===== config.mk =====
export PLATFORM = sky130hd
export DESIGN_NAME = key_scan_top
export DESIGN_NICKNAME = d
export VERILOG_FILES = /design/src/rtl/key_scan_pkg.sv /design/src/rtl/key_change_det.sv /design/src/rtl/key_scan_seq.sv /design/src/rtl/key_map_shift.sv /design/src/rtl/key_scan_top.sv
export SDC_FILE = /design/constraint.sdc
export NUM_CORES = 1
export LEC_CHECK = 0
export ABC_CLOCK_PERIOD_IN_PS = 4050
export CAP_MARGIN = 20
export CORE_MARGIN = 1.5
export CORE_UTILIZATION = 25
export CTS_CLUSTER_DIAMETER = 80
export DETAILED_ROUTE_END_ITERATION = 12
export HOLD_SLACK_MARGIN = 0.15
export PLACE_DENSITY = 0.47
export SLEW_MARGIN = 10
export SYNTH_ARGS = -nofsm -noshare
export SYNTH_HDL_FRONTEND = slang
export SYNTH_HIERARCHICAL = 1
export SYNTH_SLANG_ARGS = --single-unit
export TNS_END_PERCENT = 1

===== constraint.sdc =====
create_clock -name clk_i -period 4.05 [get_ports clk_i]
set_clock_uncertainty 0.15 [all_clocks]
set_input_delay 0.81 -clock clk_i [delete_from_list [all_inputs] [get_ports clk_i]]
set_output_delay 0.81 -clock clk_i [all_outputs]
set_load 0.05 [all_outputs]

===== src/rtl/key_scan_pkg.sv =====
package key_scan_pkg;
  parameter int unsigned KS_ROWS = 5;
  parameter int unsigned KS_COLS = 6;
  parameter int unsigned KS_HOLD = 2;

  typedef enum logic {
    KS_IDLE = 1'b0,
    KS_SCAN = 1'b1
  } ks_state_e;
endpackage


===== src/rtl/key_change_det.sv =====
module key_change_det #(
  parameter int unsigned COLS = 6
) (
  input  logic            clk_i,
  input  logic            rst_ni,
  input  logic            tick_i,
  input  logic            idle_i,
  input  logic [COLS-1:0] col_ni,
  output logic            start_o
);
  logic all_high;
  logic prev_q;

  assign all_high = &col_ni;

  // reset value 1: no key pressed
  always_ff @(posedge clk_i or negedge rst_ni) begin
    if (!rst_ni)                prev_q <= 1'b1;
    else if (idle_i && tick_i)  prev_q <= all_high;
  end

  assign start_o = idle_i && tick_i && (all_high != prev_q);
endmodule


===== src/rtl/key_scan_seq.sv =====
module key_scan_seq
  import key_scan_pkg::*;
#(
  parameter int unsigned ROWS       = 5,
  parameter int unsigned COLS       = 6,
  parameter int unsigned HOLD_TICKS = 2,
  localparam int unsigned KEYS      = ROWS * COLS
) (
  input  logic            clk_i,
  input  logic            rst_ni,
  input  logic            tick_i,
  input  logic            start_i,
  input  logic            stop_i,
  input  logic [COLS-1:0] col_ni,
  output logic [ROWS-1:0] row_o,
  output logic [KEYS-1:0] map_o,
  output logic            irq_o,
  output logic            idle_o
);
  localparam int unsigned RW = (ROWS > 1) ? $clog2(ROWS) : 1;
  localparam int unsigned HW = (HOLD_TICKS > 1) ? $clog2(HOLD_TICKS) : 1;
  localparam logic [RW-1:0] ROW_LAST   = RW'(ROWS - 1);
  localparam logic [HW-1:0] DWELL_LAST = HW'(HOLD_TICKS - 1);

  ks_state_e       state_q;
  logic [RW-1:0]   row_q;
  logic [HW-1:0]   dwell_q;
  logic [KEYS-1:0] map_q;
  logic            irq_q;

  always_ff @(posedge clk_i or negedge rst_ni) begin
    if (!rst_ni) begin
      state_q <= KS_IDLE;
      row_q   <= '0;
      dwell_q <= '0;
      map_q   <= '0;
      irq_q   <= 1'b0;
    end else if (stop_i) begin
      state_q <= KS_IDLE;
      row_q   <= '0;
      dwell_q <= '0;
      irq_q   <= 1'b0;
    end else begin
      case (state_q)
        KS_IDLE: begin
          if (start_i) begin
            state_q <= KS_SCAN;
            row_q   <= '0;
            dwell_q <= '0;
          end
        end
        KS_SCAN: begin
          if (tick_i) begin
            if (dwell_q == DWELL_LAST) begin
              dwell_q <= '0;
              map_q[int'(row_q)*COLS +: COLS] <= ~col_ni;
              if (row_q == ROW_LAST) begin
                row_q <= '0;
                irq_q <= 1'b1;
              end else begin
                row_q <= row_q + 1'b1;
              end
            end else begin
              dwell_q <= dwell_q + 1'b1;
            end
          end
        end
        default: state_q <= KS_IDLE;
      endcase
    end
  end

  for (genvar i = 0; i < ROWS; i++) begin : g_row
    assign row_o[i] = (state_q == KS_SCAN) ? (row_q != RW'(i)) : 1'b0;
  end

  assign map_o  = map_q;
  assign irq_o  = irq_q;
  assign idle_o = (state_q == KS_IDLE);
endmodule


===== src/rtl/key_map_shift.sv =====
module key_map_shift #(
  parameter int unsigned KEYS = 30
) (
  input  logic            clk_i,
  input  logic            rst_ni,
  input  logic            read_i,
  input  logic            sclk_i,
  input  logic [KEYS-1:0] map_i,
  output logic            sdata_o
);
  logic            read_q;
  logic            sclk_q;
  logic [KEYS-1:0] shreg_q;

  always_ff @(posedge clk_i or negedge rst_ni) begin
    if (!rst_ni) begin
      read_q  <= 1'b0;
      sclk_q  <= 1'b0;
      shreg_q <= '0;
    end else begin
      read_q <= read_i;
      sclk_q <= sclk_i;
      if (read_i && !read_q)
        shreg_q <= map_i;
      else if (read_i && sclk_i && !sclk_q)
        shreg_q <= {1'b0, shreg_q[KEYS-1:1]};
    end
  end

  assign sdata_o = shreg_q[0];
endmodule


===== src/rtl/key_scan_top.sv =====
module key_scan_top
  import key_scan_pkg::*;
#(
  parameter int unsigned ROWS       = KS_ROWS,
  parameter int unsigned COLS       = KS_COLS,
  parameter int unsigned HOLD_TICKS = KS_HOLD
) (
  input  logic            clk_i,
  input  logic            rst_ni,
  input  logic            tick_i,
  input  logic            stop_i,
  input  logic            read_i,
  input  logic            sclk_i,
  input  logic [COLS-1:0] col_ni,
  output logic [ROWS-1:0] row_o,
  output logic            irq_o,
  output logic            sdata_o,
  output logic            sdata_oe_o
);
  localparam int unsigned KEYS = ROWS * COLS;

  logic            idle;
  logic            start;
  logic [KEYS-1:0] map;

  key_change_det #(.COLS(COLS)) u_det (
    .clk_i   (clk_i),
    .rst_ni  (rst_ni),
    .tick_i  (tick_i),
    .idle_i  (idle),
    .col_ni  (col_ni),
    .start_o (start)
  );

  key_scan_seq #(.ROWS(ROWS), .COLS(COLS), .HOLD_TICKS(HOLD_TICKS)) u_seq (
    .clk_i   (clk_i),
    .rst_ni  (rst_ni),
    .tick_i  (tick_i),
    .start_i (start),
    .stop_i  (stop_i),
    .col_ni  (col_ni),
    .row_o   (row_o),
    .map_o   (map),
    .irq_o   (irq_o),
    .idle_o  (idle)
  );

  key_map_shift #(.KEYS(KEYS)) u_shift (
    .clk_i   (clk_i),
    .rst_ni  (rst_ni),
    .read_i  (read_i),
    .sclk_i  (sclk_i),
    .map_i   (map),
    .sdata_o (sdata_o)
  );

  assign sdata_oe_o = read_i;
endmodule


# After elaboration in Yosys (flattened, before gate mapping)
# Index checks and enable logic that the tools add are counted.
# W data, S select, Z words.
# op_classes
n_addsub,3
n_mul,1
eq_ne,9
shifts,2
muxes,27
n_bitwise,3
n_reduce_logical,18
# op_table
operator,count
$mux W30,2
$neg A6 Y34,1
$shift A6 B34 Y30 const A,1
$shiftx A6 B34 Y30,1
$bwmux W30,1
$mux W1,17
$mux W3,5
$ne A3 B3 Y1 const B,4
$reduce_bool A2 Y1,5
$reduce_and A4 Y1,2
$ne A3 B2 Y1 const B,2
$not A6 Y6,1
$pmux W3 S2,1
$reduce_and A6 Y1,1
$logic_and A1 B1 Y1,5
$mul A3 B2 Y5 const B,1
$add A3 B1 Y3 const B,1
$eq A3 B3 Y1 const B,1
$ne A3 B1 Y1 const B,1
$reduce_and A3 Y1,1
$reduce_bool A3 Y1,1
$logic_not A1 Y1,2
$not A1 Y1,2
$pmux W1 S2,1
other kinds (3),3
# word_totals
ff_bits,69
input_bits,12
output_inout_bits,8
elab_cells,72

# Longest topological paths before layout
# Gate-level depths: netlist of the first run.
# depth
ltp_word,6
mapped_depth,13
ltp_nobuf,10

# By module
# The synthesis of the first run kept the hierarchy.
# modules_own_cells
module,n_inst,cells_each,area_each_um2,seq_area_each_um2
key_scan_seq,1,234,2332.2,900.9
key_map_shift,1,135,1460.2,800.8
key_change_det,1,9,67.6,26.3
key_scan_top,1,1,7.5,0.0

# Least setup slack after synthesis of the first run
# Ideal clock, no wire load.
# synth_timing
path_kind,reg-to-reg
start,register u_seq.row_q[1]
end,"register u_seq.map_q[0], in the netlist u_seq/map_o[0]"
setup_ns,0.125
t_arrival_ns,3.369
required_ns,3.775
setup_slack_ns,0.406
stages_incl_launch_ff,10
path_buffers,1
synth_period_minus_slack_ns,3.644
path_cell_list,dfrtp_1 ha_1 fa_1 inv_1 ha_1 buf_2 clkinv_1 or4_4 or4_4 mux2_4
# synth_between
elab_chain_len,4
elab_cells_between_ends,5
cone_classes,1 x add/sub; 1 x mul; 2 x shift; 1 x mux
# synth_rtl
element,line,source
"start, declared",key_scan_seq.sv:26,logic [RW-1:0] row_q;
"start signal, assigned",key_scan_seq.sv:61,row_q <= row_q + 1'b1;
$mul A3 B2 Y5 (*),key_scan_seq.sv:56,map_q[int'(row_q)*COLS +: COLS] <= ~col_ni;
$neg A6 Y34 (*),key_scan_seq.sv:56,
$shiftx A6 B34 Y30 or $shift A6 B34 Y30 (tied branches),key_scan_seq.sv:56,
$bwmux W30 (*),key_scan_seq.sv:56,
"end signal, assigned by index",key_scan_seq.sv:56,
"end, declared",key_scan_seq.sv:28,logic [KEYS-1:0] map_q;
# Mark *: on every way between the ends. The rest lies on a longest branch, timed or not.
# A chain may end at the register's enable or synchronous reset.

# Final worst setup path of the first run
# Same ends and word-level chain as after synthesis.

==> qor.csv, run 1 <==
metric,value,unit
Max Clock Freq,268,MHz
# nets final,426,
gr ovfl total,0,
Crit Path Category,reg -> reg,
WL per Instance,16.3,µm
vias per cell,4.94,
Synth cell types,59,
Cells after DPL,578,
vias,2932,
worst rel slew slack,0.477,
Layout area overhead,18.0,%
Worst Reg2Reg Path Length in Cells,8,
outcome,completed,
Final Cycle Share,0.921,
reg-to-reg setup timing slack,0.32,ns
worst skew pair latency,0.33,ns
"Primary FF master, synth",dfrtp_1,
Yosys top cell area share,0.440,
Post-DP HPWL,6.94,mm
Slew Limit Fails,0,
CTS sink count,69,
maximum fanout along the worst path,10,
CTS root buffer,clkbuf_16,
hold_buf cts,0,
Lkg Pwr,1.92,nW
Routed Wire Length,9.70,mm
critical path arrival,3.79,ns
clk buf depth,2,
initial antenna violation count,0,
die area,16200,µm²
worst vdd ir,0.212,mV
Fin Hold WS,0.309,ns
post-synthesis sequential area ratio,0.447,
Syn. warnings,6,
setup TNS,0,ns
RR Startpoint,u_seq/row_q[1],
reg2reg end,u_seq/map_o[0],
DIE HEIGHT,127,µm
Total GRT Usage,0.126,
TritonCTS clock tree,done,
htree depth,3,
first-pass GRT wire length,15.8,mm
post-route ant nets,0,
Critical Path End Type,flip-flop,
PortBufs,19,
"Cell Area, Synth",3870,µm²
pin count of the biggest net entering global routing,44,
total CTS buffers,9,
row count,45,
DRT Pass-1 Iters,4,
fraction of registers with async set or reset after synthesis,1.00,
post-synthesis average cell area,10.2,µm²
die span in x,127,µm
Tmin final,3.73,ns
core area,15100,µm²
Synth area leader,dfrtp_1,
CP startpoint kind,flip-flop,
Area contributors post-synth,"dfrtp_1, mux2_2, a22oi_1",
"Gates resized, CTS repair",0,
ant diodes,0,
Final Setup Violations,0,
Final Hold Viols,0,
postcts setup bufs,0,
DR DRC count,0,
drt first-iter violations,200,
post-route non-filler standard cell count,594,
Mapped Nets,403,
MaxCap Viol Count,0,
Post-synth EDFFs,0,
RSZ-0062 raised after global routing,no,
post-layout util,0.301,
number of global-route vias before repair,2964,
share of cells above drive strength 1,0.222,
Initial Utilization,0.255,
clock slew at reported path FFs,0.06,ns
crit path from,u_seq/row_q[1],
RePlAce Congestion,0.846,
num ports,20,
pwr/cell area,332,nW/µm²
cell count after synthesis,379,
Hold Path Class,in -> async,
Worst Path Required,4.11,ns
#FFs+latches synth,69,
slew at the pin closest to its max-slew limit,0.779,ns
[cell families after synthesis]
kind of cell	Yosys count	share of synthesized area
AOI/OAI and AO/OA	121	0.226
xor gates and xnor gates	5	0.0162
adders and majority gates	12	0.0408
buffers and inverters	61	0.0692
DFF	69	0.447
muxes	32	0.0928
and+or+nand+nor	79	0.108
[power breakdown]
group | switching, mW | total, mW | internal, mW
sequential | 0.00337 | 0.699 | 0.696
clock | 0.289 | 0.714 | 0.425
combinational | 0.0674 | 0.0993 | 0.0319
total | 0.360 | 1.51 | 1.15
[stage by stage]
stage	total power, mW	setup slack (ns)	cell area (µm²)
2_1_floorplan	0.759	0.406	3870
5_1_grt	1.58	0.132	4560
3_5_place_dp	0.809	0.338	4270
4_1_cts	1.54	0.313	4530
3_3_place_gp	0.808	0.402	4270
6_report	1.51	0.321	4560
[sequential cells by signal, indices dropped and copies added (netlist names)]
signal           cells
u_shift/read_q       1
u_shift/sclk_q       1
u_shift/shreg_q     30
u_det/prev_q         1
u_seq/state_q        1
u_seq/row_q          3
u_seq/map_o         30
u_seq/dwell_q        1
u_seq/irq_o          1
[placed cells by master, fill, tap and decap left out, types with 4 or more instances in the layout]
cell / Yosys / routed
dfrtp_1: 68 / 68
inv_1: 40 / 40
mux2_2: 27 / 27
o21ai_0: 23 / 23
nor2_1: 20 / 20
a22oi_1: 20 / 20
clkdlybuf4s50_1: 0 / 18
nand2_1: 17 / 17
a21oi_1: 16 / 16
buf_4: 1 / 11
ha_1: 11 / 11
a22oi_2: 10 / 10
o21ai_2: 10 / 10
clkbuf_16: 0 / 9
nor3_1: 9 / 9
o22ai_1: 9 / 9
nand3_1: 6 / 6
nand4_1: 5 / 5
nand2b_1: 5 / 5
o21ai_1: 5 / 5
o31ai_1: 4 / 4
a211oi_1: 4 / 4
a31oi_1: 4 / 4
mux2i_1: 4 / 4
[how the worst max path moves through the flow]
stage | endpoint | cells past startpoint
4_1_cts | u_seq/map_o[0] | 8
2_1_floorplan | u_seq/map_o[0] | 9
3_3_place_gp | u_seq/map_o[0] | 8
3_5_place_dp | u_seq/map_o[0] | 8
5_1_grt | u_seq/map_o[0] | 8
6_report | u_seq/map_o[0] | 8
[per-layer routing]
layer | up-vias | GRT usage | part of all wire
met1 | 1434 | 0.172 | 0.48
met4 | 0 | 0.0488 | 0.017
met5 | - | 0 | 0
li1 | 1419 | - | -
met3 | 12 | 0.0314 | 0.042
met2 | 67 | 0.192 | 0.46
[Yosys cell counts, drive strengths merged, types with 3 or more instances]
library cell,instances
a211oi,4
a21bo,3
a21oi,17
a22oi,30
a31oi,4
buf,13
clkbuf,6
dfrtp,68
ha,11
inv,40
mux2,28
mux2i,4
nand2,17
nand2b,5
nand3,7
nand4,5
nor2,20
nor2b,3
nor3,9
o21ai,38
o22ai,9
o31ai,4
or4,3
xnor2,4
[cell type report]
type | count | area (µm²)
Timing Repair Buffer | 31 | 295
Tap cell | 188 | 235
Inverter | 42 | 158
Multi-Input combinational cell | 249 | 1880
Fill cell | 1563 | 10600
Clock inverter | 4 | 25.0
Clock buffer | 11 | 243
Sequential cell | 69 | 1730
[critical path, cell delays in order (launching register included)]
cell,delay [ns]
dfrtp_1,0.46
ha_1,0.24
fa_1,0.62
inv_1,0.16
ha_1,0.33
clkinv_1,0.24
or4_4,0.65
or4_4,0.45
mux2_4,0.31
No activity file was read; power rests on OpenSTA's default activity.
==> run 2: changes to the inputs <==
--- a/config.mk
+++ b/config.mk
@@ -13,7 +13,7 @@
 export DETAILED_ROUTE_END_ITERATION = 12
 export HOLD_SLACK_MARGIN = 0.15
 export PLACE_DENSITY = 0.47
-export SLEW_MARGIN = 10
+export SLEW_MARGIN = 20
 export SYNTH_ARGS = -nofsm -noshare
 export SYNTH_HDL_FRONTEND = slang
 export SYNTH_HIERARCHICAL = 1
==> qor.csv, run 2 (same netlist as run 1, synthesis figures left out) <==
metric,value,unit
die area,16200,µm²
Worst Reg2Reg Path Length in Cells,8,
Critical Path End Type,flip-flop,
first-pass GRT wire length,15.8,mm
DR DRC count,0,
Layout area overhead,17.3,%
initial antenna violation count,0,
MaxCap Viol Count,0,
Crit Path Category,reg -> reg,
critical path arrival,3.81,ns
Max Clock Freq,267,MHz
worst rel slew slack,0.483,
max incr delay on CP,0.65,ns
die span in x,127,µm
total CTS buffers,9,
post-route cell area,4540,µm²
clk buf depth,2,
register area,1730,µm²
share of cells above drive strength 1,0.220,
"Gates resized, CTS repair",0,
number of global-route vias before repair,2964,
post-route ant nets,0,
Hold Path Class,in -> async,
RSZ-0062 raised after global routing,no,
Final Hold Viols,0,
DRT Pass-1 Iters,4,
maximum fanout along the worst path,10,
core area,15100,µm²
DIE HEIGHT,127,µm
slew at the pin closest to its max-slew limit,0.770,ns
setup TNS,0,ns
# fillers,1566,
drt first-iter violations,248,
Initial Utilization,0.255,
row count,45,
CTS root buffer,clkbuf_16,
worst skew pair latency,0.33,ns
WL per Instance,16.4,µm
Final Setup Violations,0,
vias per cell,4.95,
hold_buf cts,0,
Total GRT Usage,0.126,
PortBufs,19,
Final Cycle Share,0.924,
vias,2933,
Slew Limit Fails,0,
gr ovfl total,0,
outcome,completed,
Lkg Pwr,1.90,nW
pwr/cell area,333,nW/µm²
cell breakdown of the critical path,ha_1 -> fa_1 -> inv_1 -> ha_1 -> clkinv_1 -> or4_4 -> or4_4 -> mux2_4,
# nets final,425,
TritonCTS clock tree,done,
"most common cell after layout, fill and taps aside",dfrtp_1,
Post-DP HPWL,6.94,mm
htree depth,3,
worst vdd ir,0.214,mV
CTS sink count,69,
pin count of the biggest net entering global routing,44,
CP startpoint kind,flip-flop,
most frequent cells in the layout,"dfrtp_1, inv_1, mux2_2, o21ai_0",
Tmin final,3.74,ns
Placement Cell Area,4270,µm²
Worst Path Required,4.11,ns
num ports,20,
postcts setup bufs,0,
Routed Wire Length,9.71,mm
multi-input logic area,1880,µm²
RePlAce Congestion,0.846,
clock slew at reported path FFs,0.06,ns
"slowest stage cell, crit path",or4_4,
ant diodes,0,
-- run 2: cell count changes in the layout (fill, tap and decap cells not counted) --
cell    previous run  this run
buf_4             11        12
buf_2              1         0
buf_16             1         0
-- run 2: worst paths after layout --
check                                from                  to  slack, ns
setup / recovery           u_seq/row_q[1]      u_seq/map_o[0]       0.31
hold / removal                     rst_ni      u_seq/row_q[2]       0.33
setup reg to reg           u_seq/row_q[1]      u_seq/map_o[0]       0.31
hold reg to reg              u_det/prev_q        u_det/prev_q       0.33
max in group asynchronous          rst_ni  u_shift/shreg_q[8]       2.80
min in group clk_i           u_det/prev_q        u_det/prev_q       0.33
-- run 2: report_power, final --
part | internal (mW) | switching (mW)
clock | 0.425 | 0.290
combinational | 0.0295 | 0.0670
sequential | 0.696 | 0.00335
-- run 2: stage by stage --
step | utilization | worst slack, ns | cells | hold slack, ns | power, mW
final | 0.300 | 0.307 | 593 | 0.329 | 1.51
after global routing | 0.300 | 0.132 | 593 | 0.367 | 1.57
after CTS | 0.299 | 0.313 | 593 | 0.331 | 1.54
after detailed placement | 0.282 | 0.338 | 578 | 0.323 | 0.809
after global placement | 0.282 | 0.402 | 578 | 0.312 | 0.808
after floorplan | - | 0.406 | 379 | 0.294 | 0.759
-- run 2: area by class of cell --
| cell class | instances | area share |
|---|---|---|
| clock buffer | 11 | 0.0535 |
| clock inverter | 4 | 0.00552 |
| inverter | 42 | 0.0347 |
| multi-input combinational | 249 | 0.414 |
| sequential | 69 | 0.381 |
| tap | 188 | 0.0518 |
| timing repair buffer | 30 | 0.0596 |
-- run 2: critical path: cells and delay by family (launching register included) --
| kind | cells | cell delay [ns] |
|---|---|---|
| flops | 1 | 0.46 |
| buf+inv | 2 | 0.42 |
| mux | 1 | 0.31 |
| fa+ha+maj | 3 | 1.18 |
| simple gates | 2 | 1.10 |
-- run 2: per-layer routing --
metal,part of all wire,track usage,vias to the layer above
met5,0,0,-
met4,0.020,0.0488,0
met3,0.043,0.0314,15
met2,0.45,0.192,63
met1,0.49,0.172,1439
li1,-,-,1416
==> run 3: changes to the inputs <==
--- a/config.mk
+++ b/config.mk
@@ -11,6 +11,7 @@
 export CORE_UTILIZATION = 25
 export CTS_CLUSTER_DIAMETER = 80
 export DETAILED_ROUTE_END_ITERATION = 12
+export GPL_TIMING_DRIVEN = 1
 export HOLD_SLACK_MARGIN = 0.15
 export PLACE_DENSITY = 0.47
 export SLEW_MARGIN = 20
==> results of run 3 <==
The final DEF is identical to that of run 2; final timing and power are the same.
